File: src/rtl/ds3_maint_pkg.sv
package ds3_maint_pkg;

  localparam int SUBFRAMES = 7;
  localparam int BLOCKS    = 8;

  typedef enum logic [1:0] {
    MODE_NORMAL = 2'b00,
    MODE_AIS    = 2'b01,
    MODE_IDLE   = 2'b10,
    MODE_SPARE  = 2'b11
  } mode_e;

  typedef enum logic [2:0] {
    SLOT_PAYLOAD = 3'd0,
    SLOT_XBIT    = 3'd1,
    SLOT_PBIT    = 3'd2,
    SLOT_FIXED   = 3'd3,
    SLOT_CBIT    = 3'd4
  } slot_kind_e;

  typedef struct packed {
    slot_kind_e kind;
    logic       fixed_val;  // value of framing / alignment slots
    logic       in_sub3;    // C-bit lying in subframe 3
  } slot_t;

  // Classify one bit from its subframe, block and overhead flag.
  function automatic slot_t decode_slot(input logic [2:0] sub,
                                        input logic [2:0] blk,
                                        input logic       is_ovhd);
    slot_t s;
    s.kind      = SLOT_PAYLOAD;
    s.fixed_val = 1'b0;
    s.in_sub3   = (sub == 3'd2);
    if (is_ovhd) begin
      case (blk)
        3'd0: begin
          if (sub < 3'd2)      s.kind = SLOT_XBIT;
          else if (sub < 3'd4) s.kind = SLOT_PBIT;
          else begin
            s.kind      = SLOT_FIXED;
            s.fixed_val = (sub == 3'd5);  // 0,1,0 over subframes 5..7
          end
        end
        3'd1, 3'd7: begin
          s.kind      = SLOT_FIXED;
          s.fixed_val = 1'b1;
        end
        3'd3, 3'd5: begin
          s.kind      = SLOT_FIXED;
          s.fixed_val = 1'b0;
        end
        default: s.kind = SLOT_CBIT;  // blocks 3, 5, 7
      endcase
    end
    return s;
  endfunction

endpackage

File: src/rtl/ds3_frame_pos.sv
module ds3_frame_pos
  import ds3_maint_pkg::*;
#(
  parameter int PAYLOAD_BITS = 84
) (
  input  logic       clk,
  input  logic       rst_n,
  input  logic       start_i,
  output logic [2:0] sub_o,
  output logic [2:0] blk_o,
  output logic       ovhd_o,
  output logic       frame_start_o
);

  localparam int             BW       = $clog2(PAYLOAD_BITS + 1);
  localparam logic [BW-1:0]  LAST_BIT = BW'(PAYLOAD_BITS);
  localparam logic [2:0]     LAST_SUB = 3'(SUBFRAMES - 1);
  localparam logic [2:0]     LAST_BLK = 3'(BLOCKS - 1);

  logic [2:0]    sub_q, sub_d, sub_cur;
  logic [2:0]    blk_q, blk_d, blk_cur;
  logic [BW-1:0] bit_q, bit_d, bit_cur;

  // Position of the bit presented in this cycle
  always_comb begin
    if (start_i) begin
      sub_cur = '0;
      blk_cur = '0;
      bit_cur = '0;
    end else begin
      sub_cur = sub_q;
      blk_cur = blk_q;
      bit_cur = bit_q;
    end
  end

  // Position of the following bit
  always_comb begin
    sub_d = sub_cur;
    blk_d = blk_cur;
    bit_d = bit_cur + 1'b1;
    if (bit_cur == LAST_BIT) begin
      bit_d = '0;
      if (blk_cur == LAST_BLK) begin
        blk_d = '0;
        sub_d = (sub_cur == LAST_SUB) ? 3'd0 : sub_cur + 3'd1;
      end else begin
        blk_d = blk_cur + 3'd1;
      end
    end
  end

  always_ff @(posedge clk or negedge rst_n) begin
    if (!rst_n) begin
      sub_q <= '0;
      blk_q <= '0;
      bit_q <= '0;
    end else begin
      sub_q <= sub_d;
      blk_q <= blk_d;
      bit_q <= bit_d;
    end
  end

  assign sub_o         = sub_cur;
  assign blk_o         = blk_cur;
  assign ovhd_o        = (bit_cur == '0);
  assign frame_start_o = (sub_cur == '0) && (blk_cur == '0) && (bit_cur == '0);

  // stored position never leaves the frame
  p_pos_range_r1: assert property (@(posedge clk) disable iff (!rst_n)
    (sub_q <= LAST_SUB) && (blk_q <= LAST_BLK) && (bit_q <= LAST_BIT));

  // the last bit of a frame is followed by the first one
  p_frame_wrap_r1: assert property (@(posedge clk) disable iff (!rst_n)
    (sub_cur == LAST_SUB && blk_cur == LAST_BLK && bit_cur == LAST_BIT)
      |=> (sub_q == '0 && blk_q == '0 && bit_q == '0));

endmodule

File: src/rtl/ds3_pattern_gen.sv
module ds3_pattern_gen (
  input  logic clk,
  input  logic rst_n,
  input  logic frame_start_i,
  input  logic payload_i,
  input  logic ais_i,
  output logic pat_bit_o
);

  logic [1:0] phase_q, phase_d, phase_cur;
  logic       phase_en;

  assign phase_cur = frame_start_i ? 2'd0 : phase_q;
  assign phase_en  = frame_start_i || payload_i;

  always_comb begin
    if (frame_start_i) phase_d = 2'd0;
    else               phase_d = phase_q + 2'd1;
  end

  always_ff @(posedge clk or negedge rst_n) begin
    if (!rst_n)        phase_q <= 2'd0;
    else if (phase_en) phase_q <= phase_d;
  end

  // AIS: 1,0,1,0   idle: 1,1,0,0
  assign pat_bit_o = ais_i ? ~phase_cur[0] : ~phase_cur[1];

  // the phase restarts with every frame
  p_phase_restart_r7: assert property (@(posedge clk) disable iff (!rst_n)
    frame_start_i |=> (phase_q == 2'd0));

  // overhead bits leave the phase untouched
  p_phase_hold_r7: assert property (@(posedge clk) disable iff (!rst_n)
    (!payload_i && !frame_start_i) |=> $stable(phase_q));

endmodule

File: src/rtl/ds3_parity_acc.sv
module ds3_parity_acc (
  input  logic clk,
  input  logic rst_n,
  input  logic frame_start_i,
  input  logic payload_i,
  input  logic tx_bit_i,
  output logic pbit_o
);

  logic acc_q, acc_d, acc_en;
  logic pbit_q;

  assign acc_en = frame_start_i || payload_i;

  always_comb begin
    if (frame_start_i) acc_d = 1'b0;
    else               acc_d = acc_q ^ tx_bit_i;
  end

  always_ff @(posedge clk or negedge rst_n) begin
    if (!rst_n)      acc_q <= 1'b0;
    else if (acc_en) acc_q <= acc_d;
  end

  always_ff @(posedge clk or negedge rst_n) begin
    if (!rst_n)             pbit_q <= 1'b0;
    else if (frame_start_i) pbit_q <= acc_q;
  end

  assign pbit_o = pbit_q;

  // the accumulator is empty at the start of each frame
  p_acc_clear_r9: assert property (@(posedge clk) disable iff (!rst_n)
    frame_start_i |=> (acc_q == 1'b0));

  // the sent parity changes only at a frame boundary
  p_pbit_hold_r9: assert property (@(posedge clk) disable iff (!rst_n)
    !frame_start_i |=> $stable(pbit_q));

endmodule

File: src/rtl/ds3_maint_inserter.sv
module ds3_maint_inserter
  import ds3_maint_pkg::*;
#(
  parameter int PAYLOAD_BITS = 84
) (
  input  logic       clk,
  input  logic       rst_n,
  input  logic       mf_start_i,
  input  logic [1:0] mode_i,
  input  logic       data_i,
  output logic       data_o,
  output logic       payload_o,
  output logic       ovhd_o
);

  logic [2:0] sub_w, blk_w;
  logic       is_ovhd_w, frame_start_w;
  slot_t      slot_w;

  mode_e      mode_q, eff_mode;
  logic       maint_w, ais_w;
  logic       pat_bit_w, pbit_w;
  logic       out_d;
  logic       data_q, pay_q, ovh_q;

  ds3_frame_pos #(.PAYLOAD_BITS(PAYLOAD_BITS)) u_pos (
    .clk           (clk),
    .rst_n         (rst_n),
    .start_i       (mf_start_i),
    .sub_o         (sub_w),
    .blk_o         (blk_w),
    .ovhd_o        (is_ovhd_w),
    .frame_start_o (frame_start_w)
  );

  assign slot_w = decode_slot(sub_w, blk_w, is_ovhd_w);

  // Mode is taken only on the first bit of a frame
  assign eff_mode = frame_start_w ? mode_e'(mode_i) : mode_q;
  assign ais_w    = (eff_mode == MODE_AIS);
  assign maint_w  = (eff_mode == MODE_AIS) || (eff_mode == MODE_IDLE);

  always_ff @(posedge clk or negedge rst_n) begin
    if (!rst_n)             mode_q <= MODE_NORMAL;
    else if (frame_start_w) mode_q <= eff_mode;
  end

  ds3_pattern_gen u_pat (
    .clk           (clk),
    .rst_n         (rst_n),
    .frame_start_i (frame_start_w),
    .payload_i     (!is_ovhd_w),
    .ais_i         (ais_w),
    .pat_bit_o     (pat_bit_w)
  );

  ds3_parity_acc u_par (
    .clk           (clk),
    .rst_n         (rst_n),
    .frame_start_i (frame_start_w),
    .payload_i     (!is_ovhd_w),
    .tx_bit_i      (out_d),
    .pbit_o        (pbit_w)
  );

  // Output bit selection
  always_comb begin
    out_d = data_i;
    case (slot_w.kind)
      SLOT_PAYLOAD: out_d = maint_w ? pat_bit_w : data_i;
      SLOT_XBIT:    out_d = maint_w ? 1'b1 : data_i;
      SLOT_PBIT:    out_d = pbit_w;
      SLOT_FIXED:   out_d = slot_w.fixed_val;
      SLOT_CBIT: begin
        if (eff_mode == MODE_AIS)                         out_d = 1'b0;
        else if (eff_mode == MODE_IDLE && slot_w.in_sub3) out_d = 1'b0;
        else                                              out_d = data_i;
      end
      default:      out_d = data_i;
    endcase
  end

  always_ff @(posedge clk or negedge rst_n) begin
    if (!rst_n) begin
      data_q <= 1'b0;
      pay_q  <= 1'b0;
      ovh_q  <= 1'b0;
    end else begin
      data_q <= out_d;
      pay_q  <= !is_ovhd_w;
      ovh_q  <= is_ovhd_w;
    end
  end

  assign data_o    = data_q;
  assign payload_o = pay_q;
  assign ovhd_o    = ovh_q;

  // no mode change inside a frame
  p_mode_hold_r8: assert property (@(posedge clk) disable iff (!rst_n)
    !frame_start_w |=> $stable(mode_q));

  // a bit is never marked as both payload and overhead
  p_slot_excl_r1: assert property (@(posedge clk) disable iff (!rst_n)
    !(payload_o && ovhd_o));

  // an AIS frame sends no C-bit as 1
  p_ais_cbit_r5: assert property (@(posedge clk) disable iff (!rst_n)
    (slot_w.kind == SLOT_CBIT && eff_mode == MODE_AIS) |=> !data_o);

endmodule

File: config.mk
export PLATFORM = sky130hd
export DESIGN_NAME = ds3_maint_inserter
export DESIGN_NICKNAME = d
export VERILOG_FILES = /design/src/rtl/ds3_maint_pkg.sv /design/src/rtl/ds3_frame_pos.sv /design/src/rtl/ds3_pattern_gen.sv /design/src/rtl/ds3_parity_acc.sv /design/src/rtl/ds3_maint_inserter.sv
export SDC_FILE = /design/constraint.sdc
export NUM_CORES = 1
export LEC_CHECK = 0
export CAP_MARGIN = 10
export CORE_MARGIN = 3
export CORE_UTILIZATION = 50
export DETAILED_ROUTE_END_ITERATION = 8
export PLACE_DENSITY = 0.66
export SLEW_MARGIN = 20
export SYNTH_ARGS = -nofsm -noshare
export SYNTH_HDL_FRONTEND = slang
export SYNTH_HIERARCHICAL = 1
export SYNTH_SLANG_ARGS = --single-unit
File: constraint.sdc
create_clock -name clk -period 8.47 [get_ports clk]
set_input_delay 1.694 -clock clk [delete_from_list [all_inputs] [get_ports clk]]
set_output_delay 1.694 -clock clk [all_outputs]
set_load 0.01 [all_outputs]
### Yosys cells after proc, flatten, opt, wreduce, memory -nomap -nowiden

Cells that the tools add are included.

| storage, ports and cells | value |
|---|---|
| memories | 0 |
| ROM bits | 0 |
| bits in latches | 0 |
| flip-flop bits (word level) | 22 |
| bits in writable memories | 0 |

| operators by class | value |
|---|---|
| add/subtract/negate cells | 4 |
| equal/unequal tests | 14 |
| multipliers | 0 |
| bitwise operators | 3 |
| shifts and indexed selects | 0 |
| reduce and logical (&&, ||, !) cells | 12 |
| multiplexer cells | 26 |
| divide/modulo/power cells | 0 |
| $lt $le $gt $ge | 2 |

Operators by type and width:

| kind | count |
|---|---|
| 3-bit two-way mux | 7 |
| 3-bit == test, second input constant | 5 |
| 7-bit two-way mux | 2 |
| 3-bit by 2-bit == test with 1-bit output, second input constant | 4 |
| 3-bit logical NOT | 3 |
| 1-bit two-way mux | 9 |
| 2-bit two-way mux | 4 |
| 7-bit by 1-bit adder with 7-bit output, second input constant | 1 |
| 7-bit == test, second input constant | 1 |
| 7-bit logical NOT | 1 |
| 3-bit by 1-bit adder with 3-bit output, second input constant | 2 |
| 3-bit by 1-bit == test with 1-bit output, second input constant | 2 |
| 3-bit case mux with 2 select lines | 1 |
| 1-bit case mux with 5 select lines | 1 |
| 4-bit two-way mux | 1 |
| 4-bit OR reduction | 1 |
| 1-bit logical AND | 3 |
| 3-bit by 2-bit less-than comparator with 1-bit output, second input constant | 1 |
| 3-bit less-than comparator, second input constant | 1 |
| 2-bit by 1-bit adder with 2-bit output, second input constant | 1 |
| 2-bit by 1-bit == test with 1-bit output, second input constant | 1 |
| 2-bit == test, second input constant | 1 |
| 1-bit logical OR | 2 |
| 1-bit inverter | 2 |
| 4 further kinds | 4 |

### Logic depth before layout (Yosys ltp)

| depth | value |
|---|---|
| depth after elaboration | 12 |
| depth in mapped cells | 16 |
| mapped depth without buffers | 15 |

### By module

Netlist, hierarchy kept.

By module, submodules not included:

| module | area an instance (µm²) | seq. area each (µm²) | times used | cells an instance |
|---|---|---|---|---|
| ds3_frame_pos | 832.0 | 325.3 | 1 | 85 |
| ds3_maint_inserter | 327.8 | 125.1 | 1 | 32 |
| ds3_pattern_gen | 101.3 | 50.0 | 1 | 9 |
| ds3_parity_acc | 87.6 | 50.0 | 1 | 6 |

### Worst setup path after synthesis

OpenSTA, ideal clock, no wires.

| path | value |
|---|---|
| path kind | in2reg |
| start | in mf_start_i |
| end | reg u_par.acc_q |
| library setup time | 0.162 ns |
| required time | 8.308 ns |
| buffers on the path | 1 |
| setup slack | 3.520 ns |
| arrival | 4.787 ns |
| stages on the path | 16 |
| cells stage by stage | clkbuf_1 inv_1 nand2_1 ha_1 nor3b_1 nand3_1 a21boi_0 mux2_2 inv_1 ha_1 mux2i_1 or2_1 mux2i_1 a211oi_1 a21bo_1 a21oi_2 |

RTL lines:

| what | line | RTL |
|---|---|---|
| start: declaration | ds3_maint_inserter.sv:8 | `input logic mf_start_i,` |
| 3-bit two-way mux | ds3_frame_pos.sv:26 | `if (start_i) begin` |
| 3-bit logical NOT | ds3_frame_pos.sv:68 | `assign frame_start_o = (sub_cur == '0) && (blk_cur == '0) && (bit_cur == '0);` |
| 1-bit logical AND | ds3_frame_pos.sv:68 |  |
| 1-bit logical AND (*) | ds3_frame_pos.sv:68 |  |
| via frame_start_w | ds3_maint_inserter.sv:17 | `logic is_ovhd_w, frame_start_w;` |
| 2-bit two-way mux (*) | ds3_maint_inserter.sv:39 | `assign eff_mode = frame_start_w ? mode_e'(mode_i) : mode_q;` |
| via eff_mode[1] | ds3_maint_inserter.sv:20 | `mode_e mode_q, eff_mode;` |
| 2-bit by 1-bit == test with 1-bit output (*) | ds3_maint_inserter.sv:40 | `assign ais_w = (eff_mode == MODE_AIS);` |
| via ais_w | ds3_maint_inserter.sv:21 | `logic maint_w, ais_w;` |
| 1-bit two-way mux (*) | ds3_pattern_gen.sv:27 | `assign pat_bit_o = ais_i ? ~phase_cur[0] : ~phase_cur[1];` |
| via pat_bit_w | ds3_maint_inserter.sv:22 | `logic pat_bit_w, pbit_w;` |
| 1-bit two-way mux (*) | ds3_maint_inserter.sv:70 | `SLOT_PAYLOAD: out_d = maint_w ? pat_bit_w : data_i;` |
| 1-bit case mux with 5 select lines (*) | ds3_maint_inserter.sv:69 | `case (slot_w.kind)` |
| via out_d | ds3_maint_inserter.sv:23 | `logic out_d;` |
| 1-bit bitwise XOR (*) | ds3_parity_acc.sv:17 | `else acc_d = acc_q ^ tx_bit_i;` |
| 1-bit two-way mux (*) | ds3_parity_acc.sv:16 | `if (frame_start_i) acc_d = 1'b0;` |
| end signal: assignment | ds3_parity_acc.sv:21 | `if (!rst_n) acc_q <= 1'b0;` |
| end signal: assignment | ds3_parity_acc.sv:22 | `else if (acc_en) acc_q <= acc_d;` |
| end: declaration | ds3_parity_acc.sv:10 | `logic acc_q, acc_d, acc_en;` |

The timed path passes the listed nets; every way through them passes the cells marked *.
A chain may end at the register's enable or synchronous reset.

### Worst setup path after layout

Same ends and word-level chain as after synthesis.

==> results_dict.tcl <==
set metrics [dict create \
    post_cts_buffers 0 \
    synthArstFlopShare_pct 100.0 \
    portBuffers 8 \
    synth_top_area_share_pct 40.82 \
    regArea_um2 550.5 \
    vias 1000 \
    synth_cell_types 43 \
    maxSlewHeadroom_pct 35.79 \
    final_nets 156 \
    fin_crit_sh_pct 65.90 \
    synth-adder-area-share_pct 6.494 \
    clk_pin_slew_ps 120 \
    clk_path_buf_depth 2 \
    power.density_nw_per_um2 180.6 \
    skew_ps 1.805 \
    endpoint "u_par/acc_q" \
    diodes 0 \
    cp.arrival_ps 5820 \
    drive_gt1_share_pct 12.68 \
    cts_tree "yes" \
    p_leak_nw 0.7186 \
    startpoint_type "input port" \
    overflow 0 \
    worstSetupPathType "in2reg" \
    timing.rr.end "u_par/acc_q" \
    die_area_um2 3357 \
    ys_top_cells_by_area "dfrtp_1 41%, ha_1 6.5%, mux2_2 4.2%, nor2b_1 3.7%, inv_1 3.1%" \
    synth_area_per_cell_um2 10.22 \
    yosysWarnings 6 \
    cp-startpoint "mf_start_i" \
    final-hold-violation-count 0 \
    yosys.area.top_type "dfrtp_1" \
    hold_buffers 0 \
    avgRoutedWirePerCell_um 14.98 \
    synth_compound_gate_area_share_pct 14.56 \
    die_x_um 57.94 \
    ff2ff_setup_slack_ps 4770 \
    hold_class "reg2reg" \
    placed_area_um2 1451 \
    fin_util_pct 58.98 \
    ys_seq_elements 22 \
    worst_slew_pin_slew_ps 960.1 \
    wl_um 2577 \
    antenna_found_initial 0 \
    outcome "finished clean" \
    cts_sinks 22 \
    drv_slew 0 \
    die_h_um 57.94 \
    cts_root_buf "clkbuf_4" \
    hpwl_um 1950 \
    grt_pass1_vias 978 \
    fmax_mhz 179.2 \
    end_kind "register" \
    cts_buffers 3 \
    fill_cells 222 \
    htreeDepth 1 \
    gp_congestion 0.8007 \
    min_period_ps 5582 \
    routed_via_density 5.814 \
    timing.rr.start "u_pos/bit_q[1]" \
    core-area_um2 2522 \
    worstSkewPairLatency_ps 300 \
    start_util_pct 53.47 \
    muxShareOfSynthArea_pct 10.30 \
    design_area_um2 1488 \
    synthCells 132 \
    pre_cts_ws_ps 2255 \
    synthFlopType "dfrtp_1" \
    multi_input_area_um2 742.0 \
    peakVddDrop_uv 123.0 \
    drv_cap 0 \
    synth_edf_count 0 \
    fin_setup_tns_ps 0 \
    synth_top_family_by_area "simple AND/OR/NAND/NOR gates" \
    synthSimpleGateAreaFrac_pct 23.01 \
    track_usage_pct 17.24 \
    required_ps 8710 \
    synth_xor_area_share_pct 0.6494 \
    ant_nets 0 \
    setup_viol 0 \
    drt_pass1_iterations 4 \
    drc 0 \
    area_growth_syn_to_layout_pct 10.30 \
    setup_slack_ps 2888 \
    grt_pass1_wl_um 4457 \
    ios 9 \
    yosysSeqAreaShare_pct 40.82 \
    grt_setup_unrepaired "false" \
    cts_resized 0 \
    yosysMostFrequentCell "dfrtp_1" \
    rr_worst_depth 15 \
    ys_top_cells_by_count "22 x dfrtp_1, 11 x inv_1, 10 x nand2_1, 8 x a21oi_1, 8 x nor2b_1" \
    grt_max_degree 23 \
    dr.first_iter.drc_count 48 \
    syn-num-nets 145 \
    worst-path-max-fanout 15 \
    synthesis.area_um2 1349 \
    num_rows 18 \
]
==> per-layer routing <==
metal / GRT usage, % / share of wire, %
met5: 0 / 0
met1: 24.93 / 50
met2: 25.81 / 46
met3: 2.004 / 2.8
met4: 7.947 / 0.58
==> state kept, by name, summed over array words and instances (netlist names) <==
signal / cells
data_o: 1
mode_q: 2
ovhd_o: 1
payload_o: 1
u_par/acc_q: 1
u_par/pbit_o: 1
u_pat/phase_q: 2
u_pos/bit_q: 7
u_pos/blk_q: 3
u_pos/sub_q: 3
==> layout make-up <==
| type | count | area share [%] |
|---|---|---|
| clock buffers | 4 | 2.439 |
| flip-flops and latches | 22 | 37.01 |
| repair buffers | 8 | 5.383 |
| inverters | 11 | 2.775 |
| multi-input cells | 97 | 49.87 |
| well taps | 30 | 2.523 |
==> kinds of logic (layout without fill, tap and decap cells) <==
family          after synthesis  after routing
flops                        22             22
mux                          12             12
buf+inv                      13             23
simple gates                 48             48
fa+ha+maj                     7              7
compound gates               29             29
xor+xnor                      1              1
==> report_power, final <==
part / internal [W] / switching, W
Clock: 0.0000262 / 0.0000325
Combinational: 0.0000395 / 0.0000377
Sequential: 0.000121 / 0.0000116
Total: 0.000187 / 0.0000819
==> worst min path at each step <==
stage                   startpoint              to  slack [ps]  depth (start not counted)
finish              u_pos/blk_q[0]  u_pos/blk_q[0]         450                          1
global route        u_pos/blk_q[0]  u_pos/blk_q[0]         520                          1
CTS                 u_pos/blk_q[0]  u_pos/blk_q[0]         460                          1
detailed placement  u_pos/blk_q[0]  u_pos/blk_q[0]         440                          1
global placement    u_pos/blk_q[0]  u_pos/blk_q[0]         440                          1
floorplan           u_pos/blk_q[0]  u_pos/blk_q[0]         420                          1
==> per-stage QoR <==
stage | hold WS, ps | total power (W) | std cells
5_1_grt | 519.4 | 0.0002862 | 172
6_report | 452.5 | 0.0002687 | 172
4_1_cts | 457.3 | 0.0002706 | 172
2_1_floorplan | 423.4 | 0.0001868 | 132
3_3_place_gp | 443.8 | 0.0002086 | 168
3_5_place_dp | 440.2 | 0.0002125 | 168
==> layout by cell type, fill, tap and decap left out, drive strengths merged, types with 2 or more instances in the layout <==
cell	netlist	routed
and4b	2	2
nor2	4	4
clkdlybuf4s50	0	8
a21boi	3	3
clkbuf	1	4
dfrtp	22	22
mux2	9	9
o22ai	2	2
nand3	5	5
a211oi	2	2
ha	7	7
a21oi	9	9
nand3b	5	5
nand2	10	10
or2	2	2
or3	4	4
o21ai	5	5
nor2b	8	8
mux2i	3	3
inv	11	11
a21bo	2	2
==> critical path, stage by stage <==
cell             delay, ps
clkdlybuf4s50_1        790
inv_1                  210
nand2_1                130
ha_1                   210
nor3b_1                260
nand3_1                110
a21boi_1               640
mux2_2                 430
inv_1                   60
ha_1                   180
mux2i_1                180
or2_1                  110
mux2i_1                 70
a211oi_1               410
nand3b_1               160
a21oi_2                160
Power figures use the tool's default switching activity.
